--- config.mk ---
export PLATFORM = sky130hd
export DESIGN_NAME = host_drq_xfer
export DESIGN_NICKNAME = d
export VERILOG_FILES = /design/src/rtl/host_drq_pkg.sv /design/src/rtl/drq_cfg_regs.sv /design/src/rtl/drq_xfer_fsm.sv /design/src/rtl/drq_status.sv /design/src/rtl/host_drq_xfer.sv
export SDC_FILE = /design/constraint.sdc
export NUM_CORES = 1
export LEC_CHECK = 0
export BUFFER_PORTS_ARGS = -buffer_cell sky130_fd_sc_hd__buf_2
export CAP_MARGIN = 10
export CORE_ASPECT_RATIO = 1.4
export CORE_MARGIN = 5
export CORE_UTILIZATION = 55
export DETAILED_ROUTE_END_ITERATION = 6
export PLACE_DENSITY = 0.84
export SLEW_MARGIN = 40
export SYNTH_ARGS = -nofsm -noshare
export SYNTH_HDL_FRONTEND = slang
export SYNTH_HIERARCHICAL = 1
export SYNTH_SLANG_ARGS = --single-unit
--- constraint.sdc ---
create_clock -name clk -period 2.78 [get_ports clk]
set_clock_uncertainty 0.05 [all_clocks]
set_input_delay 0.278 -clock clk [delete_from_list [all_inputs] [get_ports clk]]
set_output_delay 0.278 -clock clk [all_outputs]
set_load 0.01 [all_outputs]
--- src/rtl/host_drq_pkg.sv ---
package host_drq_pkg;
  typedef enum logic [1:0] {
    XS_IDLE  = 2'd0,
    XS_FETCH = 2'd1,
    XS_REQ   = 2'd2,
    XS_ACT   = 2'd3
  } xfer_state_e;

  localparam logic [2:0] RA_CNT_LO = 3'd0;
  localparam logic [2:0] RA_CNT_HI = 3'd1;
  localparam logic [2:0] RA_PTR_LO = 3'd2;
  localparam logic [2:0] RA_PTR_HI = 3'd3;
  localparam logic [2:0] RA_CMD    = 3'd4;

  localparam int CMD_START_BIT = 0;
  localparam int CMD_ACK_BIT   = 1;
endpackage

--- src/rtl/drq_cfg_regs.sv ---
module drq_cfg_regs
  import host_drq_pkg::*;
#(
  parameter int CNT_W  = 12,
  parameter int ADDR_W = 16
) (
  input  logic              clk,
  input  logic              rst_n,
  input  logic              cpu_we,
  input  logic [2:0]        cpu_addr,
  input  logic [7:0]        cpu_wdata,
  input  logic              busy,
  input  logic              ptr_inc,
  output logic [CNT_W-1:0]  cnt_prog,
  output logic [ADDR_W-1:0] ptr,
  output logic              start_cmd,
  output logic              ack_cmd
);
  localparam int CNT_HI_W = CNT_W - 8;
  localparam int PTR_HI_W = ADDR_W - 8;

  logic [CNT_W-1:0]  cnt_q, cnt_d;
  logic [ADDR_W-1:0] ptr_q, ptr_d;

  always_comb begin
    cnt_d = cnt_q;
    ptr_d = ptr_q;
    if (ptr_inc) begin
      ptr_d = ptr_q + 1'b1;
    end else if (cpu_we && !busy) begin
      case (cpu_addr)
        RA_CNT_LO: cnt_d[7:0]       = cpu_wdata;
        RA_CNT_HI: cnt_d[CNT_W-1:8] = cpu_wdata[CNT_HI_W-1:0];
        RA_PTR_LO: ptr_d[7:0]       = cpu_wdata;
        RA_PTR_HI: ptr_d[ADDR_W-1:8] = cpu_wdata[PTR_HI_W-1:0];
        default: ;
      endcase
    end
  end

  always_ff @(posedge clk or negedge rst_n) begin
    if (!rst_n) begin
      cnt_q <= '0;
      ptr_q <= '0;
    end else begin
      cnt_q <= cnt_d;
      ptr_q <= ptr_d;
    end
  end

  assign cnt_prog  = cnt_q;
  assign ptr       = ptr_q;
  assign start_cmd = cpu_we && (cpu_addr == RA_CMD) && cpu_wdata[CMD_START_BIT];
  assign ack_cmd   = cpu_we && (cpu_addr == RA_CMD) && cpu_wdata[CMD_ACK_BIT];


  cfg_busy_hold_chk: assert property (@(posedge clk) disable iff (!rst_n)
    (busy && !ptr_inc) |=> (ptr_q == $past(ptr_q)) && (cnt_q == $past(cnt_q)));
endmodule

--- src/rtl/drq_xfer_fsm.sv ---
module drq_xfer_fsm
  import host_drq_pkg::*;
#(
  parameter int CNT_W  = 12,
  parameter int DATA_W = 8
) (
  input  logic              clk,
  input  logic              rst_n,
  input  logic              start_cmd,
  input  logic [CNT_W-1:0]  cnt_prog,
  input  logic              host_rd,
  input  logic [DATA_W-1:0] buf_rdata,
  output logic              drq,
  output logic              eop,
  output logic              busy,
  output logic              start_ok,
  output logic              accept,
  output logic              final_accept,
  output logic              finish,
  output logic [DATA_W-1:0] host_data
);
  localparam int LEFT_W = CNT_W + 1;
  localparam logic [LEFT_W-1:0] LEFT_ONE = LEFT_W'(1);

  xfer_state_e       state_q, state_d;
  logic [LEFT_W-1:0] left_q, left_d;
  logic [DATA_W-1:0] data_q, data_d;
  logic              last_q, last_d;

  assign busy         = (state_q != XS_IDLE);
  assign start_ok     = start_cmd && (state_q == XS_IDLE);
  assign accept       = (state_q == XS_REQ) && host_rd;
  assign final_accept = accept && (left_q == LEFT_ONE);
  assign finish       = (state_q == XS_ACT) && !host_rd && last_q;

  always_comb begin
    state_d = state_q;
    left_d  = left_q;
    data_d  = data_q;
    last_d  = last_q;
    case (state_q)
      XS_IDLE: begin
        if (start_cmd) begin
          state_d = XS_FETCH;
          left_d  = {(cnt_prog == '0), cnt_prog};
          last_d  = 1'b0;
        end
      end
      XS_FETCH: state_d = XS_REQ;
      XS_REQ: begin
        if (host_rd) begin
          state_d = XS_ACT;
          left_d  = left_q - LEFT_ONE;
          data_d  = buf_rdata;
          last_d  = (left_q == LEFT_ONE);
        end
      end
      XS_ACT: begin
        if (!host_rd) state_d = last_q ? XS_IDLE : XS_FETCH;
      end
      default: state_d = XS_IDLE;
    endcase
  end

  always_ff @(posedge clk or negedge rst_n) begin
    if (!rst_n) begin
      state_q <= XS_IDLE;
      left_q  <= '0;
      data_q  <= '0;
      last_q  <= 1'b0;
    end else begin
      state_q <= state_d;
      left_q  <= left_d;
      data_q  <= data_d;
      last_q  <= last_d;
    end
  end

  assign drq       = (state_q == XS_REQ);
  assign eop       = host_rd && (((state_q == XS_REQ) && (left_q == LEFT_ONE)) ||
                                 ((state_q == XS_ACT) && last_q));
  assign host_data = data_q;


  drq_drop_chk: assert property (@(posedge clk) disable iff (!rst_n)
    (drq && host_rd) |=> !drq);

  no_empty_req_chk: assert property (@(posedge clk) disable iff (!rst_n)
    drq |-> (left_q != '0));

  start_ignored_chk: assert property (@(posedge clk) disable iff (!rst_n)
    (busy && start_cmd && !accept) |=> (left_q == $past(left_q)));

  stray_hold_chk: assert property (@(posedge clk) disable iff (!rst_n)
    (!drq && host_rd) |=> $stable(host_data));
endmodule

--- src/rtl/drq_status.sv ---
module drq_status #(
  parameter int CNT_HI_W = 4
) (
  input  logic                clk,
  input  logic                rst_n,
  input  logic                start_ok,
  input  logic                final_accept,
  input  logic                finish,
  input  logic                ack_cmd,
  input  logic [CNT_HI_W-1:0] cnt_hi,
  output logic [7:0]          if_status,
  output logic [7:0]          cnt_hi_rd,
  output logic                xfer_irq_n
);
  localparam int FLAG_REP = 8 - CNT_HI_W;

  logic dtbsy_q, dtbsy_d;
  logic dten_q,  dten_d;
  logic dtei_q,  dtei_d;

  always_comb begin
    dtbsy_d = dtbsy_q;
    dten_d  = dten_q;
    dtei_d  = dtei_q;
    if (start_ok) begin
      dtbsy_d = 1'b0;
      dten_d  = 1'b0;
    end
    if (final_accept) dtbsy_d = 1'b1;
    if (ack_cmd)      dtei_d  = 1'b1;
    if (finish) begin
      dten_d = 1'b1;
      dtei_d = 1'b0;
    end
  end

  always_ff @(posedge clk or negedge rst_n) begin
    if (!rst_n) begin
      dtbsy_q <= 1'b1;
      dten_q  <= 1'b1;
      dtei_q  <= 1'b1;
    end else begin
      dtbsy_q <= dtbsy_d;
      dten_q  <= dten_d;
      dtei_q  <= dtei_d;
    end
  end

  assign if_status  = {1'b1, dtei_q, 1'b1, 1'b1, dtbsy_q, 1'b1, dten_q, 1'b1};
  assign cnt_hi_rd  = {{FLAG_REP{dtei_q}}, cnt_hi};
  assign xfer_irq_n = dtei_q;


  irq_at_dten_rise_chk: assert property (@(posedge clk) disable iff (!rst_n)
    $rose(dten_q) |-> !dtei_q);

  busy_within_enable_chk: assert property (@(posedge clk) disable iff (!rst_n)
    !dtbsy_q |-> !dten_q);
endmodule

--- src/rtl/host_drq_xfer.sv ---
module host_drq_xfer #(
  parameter int CNT_W  = 12,
  parameter int ADDR_W = 16,
  parameter int DATA_W = 8
) (
  input  logic              clk,
  input  logic              rst_n,
  input  logic              cpu_we,
  input  logic [2:0]        cpu_addr,
  input  logic [7:0]        cpu_wdata,
  input  logic              host_rd,
  output logic              drq,
  output logic              eop,
  output logic [DATA_W-1:0] host_data,
  output logic [ADDR_W-1:0] buf_addr,
  input  logic [DATA_W-1:0] buf_rdata,
  output logic [7:0]        if_status,
  output logic [7:0]        cnt_hi_rd,
  output logic              xfer_irq_n
);
  localparam int CNT_HI_W = CNT_W - 8;

  logic [CNT_W-1:0] cnt_prog;
  logic             start_cmd, ack_cmd;
  logic             busy, start_ok, accept, final_accept, finish;

  drq_cfg_regs #(.CNT_W(CNT_W), .ADDR_W(ADDR_W)) u_cfg (
    .clk       (clk),
    .rst_n     (rst_n),
    .cpu_we    (cpu_we),
    .cpu_addr  (cpu_addr),
    .cpu_wdata (cpu_wdata),
    .busy      (busy),
    .ptr_inc   (accept),
    .cnt_prog  (cnt_prog),
    .ptr       (buf_addr),
    .start_cmd (start_cmd),
    .ack_cmd   (ack_cmd)
  );

  drq_xfer_fsm #(.CNT_W(CNT_W), .DATA_W(DATA_W)) u_fsm (
    .clk          (clk),
    .rst_n        (rst_n),
    .start_cmd    (start_cmd),
    .cnt_prog     (cnt_prog),
    .host_rd      (host_rd),
    .buf_rdata    (buf_rdata),
    .drq          (drq),
    .eop          (eop),
    .busy         (busy),
    .start_ok     (start_ok),
    .accept       (accept),
    .final_accept (final_accept),
    .finish       (finish),
    .host_data    (host_data)
  );

  drq_status #(.CNT_HI_W(CNT_HI_W)) u_stat (
    .clk          (clk),
    .rst_n        (rst_n),
    .start_ok     (start_ok),
    .final_accept (final_accept),
    .finish       (finish),
    .ack_cmd      (ack_cmd),
    .cnt_hi       (cnt_prog[CNT_W-1:8]),
    .if_status    (if_status),
    .cnt_hi_rd    (cnt_hi_rd),
    .xfer_irq_n   (xfer_irq_n)
  );


  eop_in_transfer_chk: assert property (@(posedge clk) disable iff (!rst_n)
    eop |-> (host_rd && !if_status[1]));
endmodule

==> results of run 1 <==
stage by stage:
stage / std cells / hold WS [ns] / total power (W) / utilization
floorplan: 311 / -0.0676 / 0.00260 / -
global placement: 421 / 0.274 / 0.00300 / 0.608
finish: 431 / 0.143 / 0.00352 / 0.624
global route: 431 / 0.147 / 0.00379 / 0.624
detailed placement: 422 / 0.290 / 0.00311 / 0.609
CTS: 431 / 0.142 / 0.00355 / 0.624
cell usage in the layout, fill, tap and decap left out, types with 5 or more instances in the layout:
cell | netlist | layout
nand2_1 | 19 | 19
mux2i_1 | 32 | 32
nand3_1 | 11 | 11
conb_1 | 1 | 5
clkbuf_8 | 0 | 5
ha_1 | 7 | 7
inv_1 | 14 | 14
xnor2_1 | 14 | 14
buf_2 | 2 | 61
nor4_1 | 7 | 7
buf_4 | 17 | 5
dfrtp_1 | 52 | 52
nor2_1 | 15 | 15
nand2b_1 | 7 | 7
o21ai_0 | 8 | 8
mux2_2 | 21 | 21
nor3_1 | 13 | 13
kinds of logic after synthesis:
| logic type | after synthesis | synth area share |
|---|---|---|
| simple gates | 100 | 0.184 |
| flops | 55 | 0.426 |
| mux | 53 | 0.172 |
| buf+inv | 40 | 0.0691 |
| compound gates | 37 | 0.0830 |
| xor+xnor | 14 | 0.0378 |
| fa+ha+maj | 7 | 0.0270 |
| other cells | 1 | 0.00116 |
area by class of cell:
| type | instances | area, µm² | share of cell area |
|---|---|---|---|
| Inverter | 15 | 56.3 | 0.0156 |
| Timing Repair Buffer | 67 | 353 | 0.0977 |
| Multi-Input combinational cell | 216 | 1650 | 0.458 |
| Sequential cell | 55 | 1380 | 0.382 |
| Clock buffer | 8 | 80.1 | 0.0222 |
| Tap cell | 70 | 87.6 | 0.0243 |
final timing paths:
kind | endpoint | startpoint | slack, ns
max | eop | u_fsm/state_q[0] | 0.24
min | u_fsm/host_data[6] | buf_rdata[6] | 0.14
max reg2reg | u_fsm/left_q[3] | u_fsm/state_q[0] | 0.53
min reg2reg | u_fsm/host_data[5] | u_fsm/host_data[5] | 0.46
max in group asynchronous | u_cfg/cnt_prog[0] | rst_n | 1.40
min in group asynchronous | u_fsm/state_q[1] | rst_n | 0.46
worst reg2reg max path, cell delays in order (launching register included):
cell and delay [ns]:
dfrtp_1 0.42, inv_1 0.12, ha_1 0.40, nand2b_1 0.19, o211ai_1 0.34, buf_2 0.31
o21ai_0 0.12, a21o_1 0.19
power by group:
| part | internal, W | switching (W) | leakage (nW) |
|---|---|---|---|
| Clock | 0.000180 | 0.000253 | 0.0395 |
| Combinational | 0.000731 | 0.000858 | 0.936 |
| Sequential | 0.00113 | 0.000373 | 0.678 |
| Total | 0.00204 | 0.00148 | 1.65 |
metal layers:
metal  vias to the layer above  part of all wire  GRT usage
met5                         -                 0          0
met2                        65              0.56      0.407
li1                       1192                 -          -
met4                         0             0.019     0.0712
met3                        13             0.039     0.0279
met1                      1243              0.38      0.240
repair_timing:
action                                 4_1_cts  5_1_grt
endpoints found under the hold margin       24        0
hold buffers                                 1        0
resized for setup                            0        0
registers in the layout (all words and copies together), names as in the netlist:
signal,count
u_fsm/host_data,8
u_cfg/cnt_prog,12
u_stat/dtbsy_q,1
u_fsm/left_q,13
u_fsm/state_q,2
u_cfg/ptr,16
u_fsm/last_q,1
u_stat/xfer_irq_n,1
u_stat/dten_q,1
==> impl_metrics.json, run 1 <==
{
  "ys_types": 50,
  "critPathMaxStageDelay_ns": 0.42,
  "min_path_cells": 2,
  "num_vias": 2513,
  "die-area_mm2": 0.00755,
  "critical_path_arrival_ns": 2.21,
  "final_hold_viol_count": 0,
  "dieWidth_um": 74.9,
  "path_depth": 7,
  "detailedPlace.worstSlack_ns": 0.554,
  "syn_area_mm2": 0.00324,
  "path_cells": "inv_1 -> ha_1 -> nand2_1 -> nor4_1 -> nand2b_1 -> a21oi_1 -> buf_2",
  "synth-edff-count": 0,
  "place_area_mm2": 0.00352,
  "fin_crit_ns": 2.54,
  "crit_family": "simple AND/OR/NAND/NOR gates",
  "wire_per_inst_um": 17.3,
  "drt_iter0_markers": 144,
  "period_share": 0.914,
  "syn_area_per_cell_um2": 10.6,
  "rows": 33,
  "critPathSlowestCell": "dfrtp_1",
  "hold_class": "in -> reg",
  "n_antenna_cell": 0,
  "start_util": 0.561,
  "drive_gt1_frac": 0.296,
  "worst_slew_pin_slew_ns": 0.627,
  "cts_buffers": 5,
  "synthArstFlopShare": 1.00,
  "power_leakage_nw": 1.65,
  "fin_ws_ns": 0.240,
  "yosysSeqAreaShare": 0.426,
  "setup_tns_ns": 0,
  "maxCapViolCount": 0,
  "grt_usage": 0.216,
  "synthTopCellsByCount": "dfrtp_1 (52), mux2i_1 (32), mux2_2 (21), nand2_1 (19), buf_4 (17)",
  "synth_top_area_frac": 0.401,
  "synth.most_common_cell": "dfrtp_1",
  "clkTransAtPathRegs_ns": 0.10,
  "drt-pass1-iter-count": 4,
  "synthFlopType": "dfrtp_1",
  "grt_antenna_before_repair": 0,
  "io_pins": 66,
  "r2r_cells": 7,
  "avgViaCountPerCell": 5.83,
  "clock_latency_ns": 0.31,
  "synth_warnings": 6,
  "cts.sinks": 55,
  "final_area_mm2": 0.00361,
  "overflow": 0,
  "routed_wl_um": 7470,
  "max-slew-margin-rel": 0.582,
  "status": "finished clean",
  "p_per_area_mw_per_mm2": 976,
  "routabilityCongestion": 0.904,
  "synth_top_area_cell": "dfrtp_1",
  "dp_hpwl_um": 5690,
  "required_ns": 2.45,
  "setup_viol": 0,
  "syn_inst": 307,
  "port_buffers": 60,
  "h-tree-depth": 2,
  "syn_to_final_growth_pct": 11.3,
  "nNetsFinal": 390,
  "synth_area_leaders": "dfrtp_1 (40%), mux2i_1 (9.9%), mux2_2 (7.3%), buf_4 (3.9%), xnor2_1 (3.8%)",
  "critPathLaunchType": "register",
  "critPathCaptureType": "output pin",
  "core_area_mm2": 0.00578,
  "grt_max_degree": 29,
  "drc": 0,
  "cts_tree": "done",
  "dieHeight_um": 101,
  "ir_drop_mv": 0.511,
  "grt_pass1_vias": 2598,
  "clock.fmax_mhz": 394,
  "fill_cells": 469,
  "final-max-slew-violation-count": 0,
  "cts_buffer_depth": 2,
  "cp_max_fo": 12,
  "ys_ff_latch": 55,
  "crit_type": "reg -> out",
  "post-cts-setup-buffer-count": 0,
  "cp.buffers_inverters": 2,
  "rsz0062_at_grt": "no",
  "ant_nets": 0,
  "root_buffer": "clkbuf_8",
  "grt_pass1_wl_um": 12600
}
(Power assumes the default switching activity.)
==> run 2, diff against run 1 <==
--- a/config.mk
+++ b/config.mk
@@ -9,9 +9,9 @@
 export CAP_MARGIN = 10
 export CORE_ASPECT_RATIO = 1.4
 export CORE_MARGIN = 5
-export CORE_UTILIZATION = 55
+export CORE_UTILIZATION = 59
 export DETAILED_ROUTE_END_ITERATION = 6
-export PLACE_DENSITY = 0.84
+export PLACE_DENSITY = 0.89
 export SLEW_MARGIN = 40
 export SYNTH_ARGS = -nofsm -noshare
 export SYNTH_HDL_FRONTEND = slang
==> constraint.sdc (replaced) <==
create_clock -name clk -period 3 [get_ports clk]
set_clock_uncertainty 0.05 [all_clocks]
set_input_delay 0.3 -clock clk [delete_from_list [all_inputs] [get_ports clk]]
set_output_delay 0.3 -clock clk [all_outputs]
set_load 0.01 [all_outputs]
==> run 2 against run 1 <==
Effect of this change: register-to-register slack improved by 0.07 ns; clock-buffer cell count fell by 1; core utilization rose by 3.8 points; global-route usage rose by 0.66 points; sequential power fell by 7%; final cell count fell by 0.46%; cell area fell by 0.10%; sequential share of layout area barely moved; combinational power fell by 7%; sequential cell count did not move; worst setup slack improved by 0.21 ns; critical path type unchanged; first-iteration DRC count rose by 30%.
==> impl_metrics.json, run 2 (synthesis gave the netlist of run 1 again) <==
{
  "status": "finished clean",
  "critical_path_arrival_ns": 2.20,
  "hold_class": "in -> reg",
  "p_sw_w": 0.00137,
  "rsz0062_at_grt": "no",
  "start_util": 0.595,
  "post-cts-setup-buffer-count": 0,
  "grt_pass1_wl_um": 12600,
  "final-max-slew-violation-count": 0,
  "clock.fmax_mhz": 392,
  "cts_buffer_depth": 2,
  "power_leakage_nw": 1.66,
  "fin_ws_ns": 0.449,
  "grt_max_degree": 29,
  "worst_slew_pin_slew_ns": 0.637,
  "drive_gt1_frac": 0.299,
  "reg2reg_setup_slack_ns": 0.60,
  "period_share": 0.850,
  "path_cells": "or3_4 -> or4_4 -> nand2b_1 -> a21oi_1 -> buf_2",
  "rows": 32,
  "ir_drop_mv": 0.472,
  "port_buffers": 60,
  "final_hold_viol_count": 0,
  "fin_crit_ns": 2.55,
  "io_pins": 66,
  "dieWidth_um": 72.6,
  "h-tree-depth": 2,
  "wire_per_inst_um": 17.0,
  "setup_viol": 0,
  "drt-pass1-iter-count": 6,
  "grt_pass1_vias": 2628,
  "drt_iter0_markers": 187,
  "cell_internal_pwr_w": 0.00189,
  "cp_max_fo": 5,
  "detailedPlace.worstSlack_ns": 0.617,
  "combPwrFrac": 0.453,
  "swShare": 0.421,
  "cts_buffers": 5,
  "n_antenna_cell": 0,
  "critPathMaxStageDelay_ns": 0.51,
  "grt_usage": 0.222,
  "p_per_area_mw_per_mm2": 905,
  "grt_antenna_before_repair": 0,
  "routabilityCongestion": 0.880,
  "drc": 0,
  "nNetsFinal": 390,
  "cts_tree": "done",
  "cts-resized-gates": 0,
  "syn_to_final_growth_pct": 11.2,
  "largest_reg_flops": 16,
  "ant_nets": 0,
  "num_vias": 2540,
  "dieHeight_um": 97.7,
  "critPathSlowestCell": "or4_4",
  "cts.sinks": 55,
  "overflow": 0,
  "layout_common_cells": "buf_2 (62), dfrtp_1 (52), mux2i_1 (32)",
  "layout_commonest_cell": "buf_2",
  "crit_type": "reg -> out",
  "pwr-share-clk": 0.122,
  "die-area_mm2": 0.00710,
  "max-slew-margin-rel": 0.576,
  "critPathCaptureType": "output pin",
  "avgViaCountPerCell": 5.92,
  "clock_latency_ns": 0.31,
  "required_ns": 2.65,
  "clkTransAtPathRegs_ns": 0.09,
  "root_buffer": "clkbuf_8",
  "critPathLaunchType": "register",
  "seqPwrFrac": 0.425,
  "setup_tns_ns": 0,
  "maxCapViolCount": 0,
  "core_area_mm2": 0.00545,
  "dp_hpwl_um": 5550,
  "routed_wl_um": 7310
}
==> run 2: final timing paths <==
check | from | end | cells past startpoint
worst min-delay path | buf_rdata[7] | u_fsm/host_data[7] | 2
worst min register to register | u_fsm/host_data[0] | u_fsm/host_data[0] | 1
min in group asynchronous | rst_n | u_cfg/cnt_prog[11] | 2
worst max-delay path | u_fsm/left_q[6] | eop | 5
worst max register to register | u_fsm/state_q[0] | u_cfg/cnt_prog[2] | 8
max in group asynchronous | rst_n | u_cfg/ptr[12] | 3
==> run 2: stage by stage <==
stage	total power, W	area, µm²	hold WS (ns)	cells	utilization
final	0.00326	3610	0.167	429	0.662
after floorplan	0.00241	3260	-0.0456	311	-
after detailed placement	0.00287	3510	0.314	420	0.645
after CTS	0.00327	3610	0.157	429	0.662
after global placement	0.00277	3500	0.299	418	0.644
after global routing	0.00351	3610	0.157	429	0.662
==> run 2: worst max-delay path, delay by kind of cell (launching register included) <==
family          cells  cell delay, ns
compound gates      1            0.15
simple gates        3            1.16
flops               1            0.44
buf+inv             1            0.14
==> run 2: layer usage <==
layer,global-route usage,vias to the layer above,wire [µm]
met5,0,-,0
li1,-,1196,-
met3,0.0290,15,240
met2,0.392,64,4010
met4,0.0909,0,196
met1,0.266,1265,2860
==> run 2: layout make-up <==
cell class | count | area, µm²
inverters | 15 | 56.3
flip-flops and latches | 55 | 1380
well taps | 68 | 85.1
clock buffers | 7 | 76.3
repair buffers | 67 | 350
clock inverters | 1 | 5.00
multi-input cells | 216 | 1650
fillers | 451 | 1840
==> run 2: power by group through the flow <==
stage	Combinational (W)	Clock [W]	Sequential, W
final	0.00148	0.000397	0.00139
after global routing	0.00162	0.000443	0.00144
after CTS	0.00148	0.000412	0.00138
after detailed placement	0.00147	0	0.00140
after global placement	0.00139	0	0.00138
after floorplan	0.00102	0	0.00139
==> run 2: repair_timing <==
action	in CTS	in global routing
setup endpoints to repair	0	0
endpoints found under the hold margin	24	0
hold buffers	1	0
==> run 3, diff against run 2 <==
--- a/config.mk
+++ b/config.mk
@@ -8,10 +8,10 @@
 export BUFFER_PORTS_ARGS = -buffer_cell sky130_fd_sc_hd__buf_2
 export CAP_MARGIN = 10
 export CORE_ASPECT_RATIO = 1.4
-export CORE_MARGIN = 5
-export CORE_UTILIZATION = 59
+export CORE_MARGIN = 2
+export CORE_UTILIZATION = 50
 export DETAILED_ROUTE_END_ITERATION = 6
-export PLACE_DENSITY = 0.89
+export PLACE_DENSITY = 0.81
 export SLEW_MARGIN = 40
 export SYNTH_ARGS = -nofsm -noshare
 export SYNTH_HDL_FRONTEND = slang
==> constraint.sdc (replaced) <==
create_clock -name clk -period 2.14 [get_ports clk]
set_clock_uncertainty 0.05 [all_clocks]
set_input_delay 0.214 -clock clk [delete_from_list [all_inputs] [get_ports clk]]
set_output_delay 0.214 -clock clk [all_outputs]
set_load 0.01 [all_outputs]
==> run 3 against run 2 <==
Effect of this change: the run now ends with negative setup slack left; register-to-register slack got worse by 0.46 ns; final cell count increased by 5.4%; clock power increased by 49%; critical endpoint unchanged; hold slack got worse by 0.084 ns; first-iteration DRC count increased by 42%; critical path depth unchanged; sequential share of layout area decreased by 2.2 points; global-route usage decreased by 0.56 points; wire length increased by 2.4%; core utilization decreased by 5.1 points; highest routed layer unchanged; sequential power increased by 37%; total power increased by 47%.
==> impl_metrics.json, run 3 (synthesis gave the netlist of run 1 again) <==
{
  "setup_viol": 1,
  "p_per_area_mw_per_mm2": 1260,
  "crit_type": "reg -> out",
  "syn_to_final_growth_pct": 17.9,
  "period_share": 1.06,
  "routabilityCongestion": 0.867,
  "clock_latency_ns": 0.31,
  "final_hold_viol_count": 0,
  "status": "finished with violations",
  "cts_buffers": 5,
  "avgViaCountPerCell": 5.84,
  "cp_max_fo": 4,
  "grt_usage": 0.217,
  "layout_common_cells": "buf_2 (60), dfrtp_1 (52), mux2i_1 (32)",
  "fin_ws_ns": -0.134,
  "wire_per_inst_um": 16.6,
  "failed_checks": "negative setup slack",
  "critPathCaptureType": "output pin",
  "dieWidth_um": 72.1,
  "clkTransAtPathRegs_ns": 0.10,
  "drive_gt1_frac": 0.358,
  "power_leakage_nw": 1.78,
  "drt-pass1-iter-count": 5,
  "num_vias": 2639,
  "fin_crit_ns": 2.27,
  "setup_tns_ns": -0.134,
  "ant_nets": 0,
  "h-tree-depth": 2,
  "hold_class": "in -> reg",
  "required_ns": 1.88,
  "cts.sinks": 55,
  "layout_commonest_cell": "buf_2",
  "drc": 0,
  "critPathLaunchType": "register",
  "grt_pass1_vias": 2538,
  "critical_path_arrival_ns": 2.01,
  "start_util": 0.518,
  "maxCapViolCount": 0,
  "die-area_mm2": 0.00715,
  "dp_cells": 437,
  "core_area_mm2": 0.00625,
  "dieHeight_um": 99.3,
  "n_antenna_cell": 0,
  "clock.fmax_mhz": 440,
  "grt_max_degree": 24,
  "instances_no_fill": 452,
  "io_pins": 66,
  "postLayoutCoreUtil": 0.611,
  "dp_hpwl_um": 5440,
  "largest_reg_flops": 16,
  "grt_antenna_before_repair": 0,
  "root_buffer": "clkbuf_8",
  "detailedPlace.worstSlack_ns": 0.105,
  "ir_drop_mv": 0.804,
  "grt_pass1_wl_um": 12100,
  "port_buffers": 60,
  "nNetsFinal": 410,
  "rsz0062_at_grt": "yes",
  "final-max-slew-violation-count": 0,
  "overflow": 0,
  "drt_iter0_markers": 265,
  "cts_tree": "done",
  "cts_buffer_depth": 2,
  "routed_wl_um": 7490,
  "rows": 34
}
run 3: worst paths after layout:
kind | from | end | slack (ns) | cells after the start
max in group asynchronous | rst_n | u_cfg/ptr[9] | 1.04 | 3
worst max-delay path | u_fsm/left_q[5] | eop | -0.13 | 5
worst min-delay path | buf_rdata[1] | u_fsm/host_data[1] | 0.08 | 2
worst max register to register | u_fsm/state_q[0] | u_fsm/left_q[6] | 0.14 | 8
min in group asynchronous | rst_n | u_fsm/left_q[11] | 0.33 | 2
worst min register to register | u_fsm/host_data[0] | u_fsm/host_data[0] | 0.46 | 1
run 3: repair_timing:
item | CTS | global route
resized for setup | 2 | 4
buffers inserted | 4 | 3
hold endpoints to repair | 14 | 0
hold buffers | 1 | 0
endpoints found under the setup margin | 1 | 11
cloned | 0 | 0
pin swaps | 2 | 3
run 3: critical path, stage by stage (launching register included):
cell and delay, ns:
dfrtp_1 0.40, or3_4 0.41, or4_4 0.51, nand2b_4 0.16
a21oi_2 0.10, buf_2 0.13
run 3: power breakdown:
part	internal, W	switching [W]
sequential	0.00146	0.000444
combinational	0.00111	0.00120
clock	0.000255	0.000336
total	0.00283	0.00198
run 3: stage by stage:
stage          hold WS (ns)  total power [W]  area [µm²]
2_1_floorplan        -0.132          0.00340        3270
3_3_place_gp          0.122          0.00404        3640
3_5_place_dp          0.130          0.00412        3640
4_1_cts              0.0761          0.00475        3780
5_1_grt              0.0716          0.00514        3820
6_report             0.0831          0.00480        3820
run 3: metal layers:
| layer | routed length [µm] | track usage | part of all wire | vias to the layer above |
|---|---|---|---|---|
| li1 | - | - | - | 1233 |
| met1 | 2770 | 0.245 | 0.37 | 1297 |
| met2 | 4200 | 0.397 | 0.56 | 96 |
| met3 | 327 | 0.0304 | 0.044 | 13 |
| met4 | 184 | 0.0987 | 0.025 | 0 |
| met5 | 0 | 0 | 0 | - |
run 3: final cells by class:
type / instances / area [µm²]
fillers: 523 / 2430
multi-input cells: 216 / 1690
flip-flops and latches: 55 / 1380
repair buffers: 87 / 518
well taps: 72 / 90.1
clock buffers: 6 / 82.6
inverters: 15 / 56.3
clock inverters: 1 / 5.00
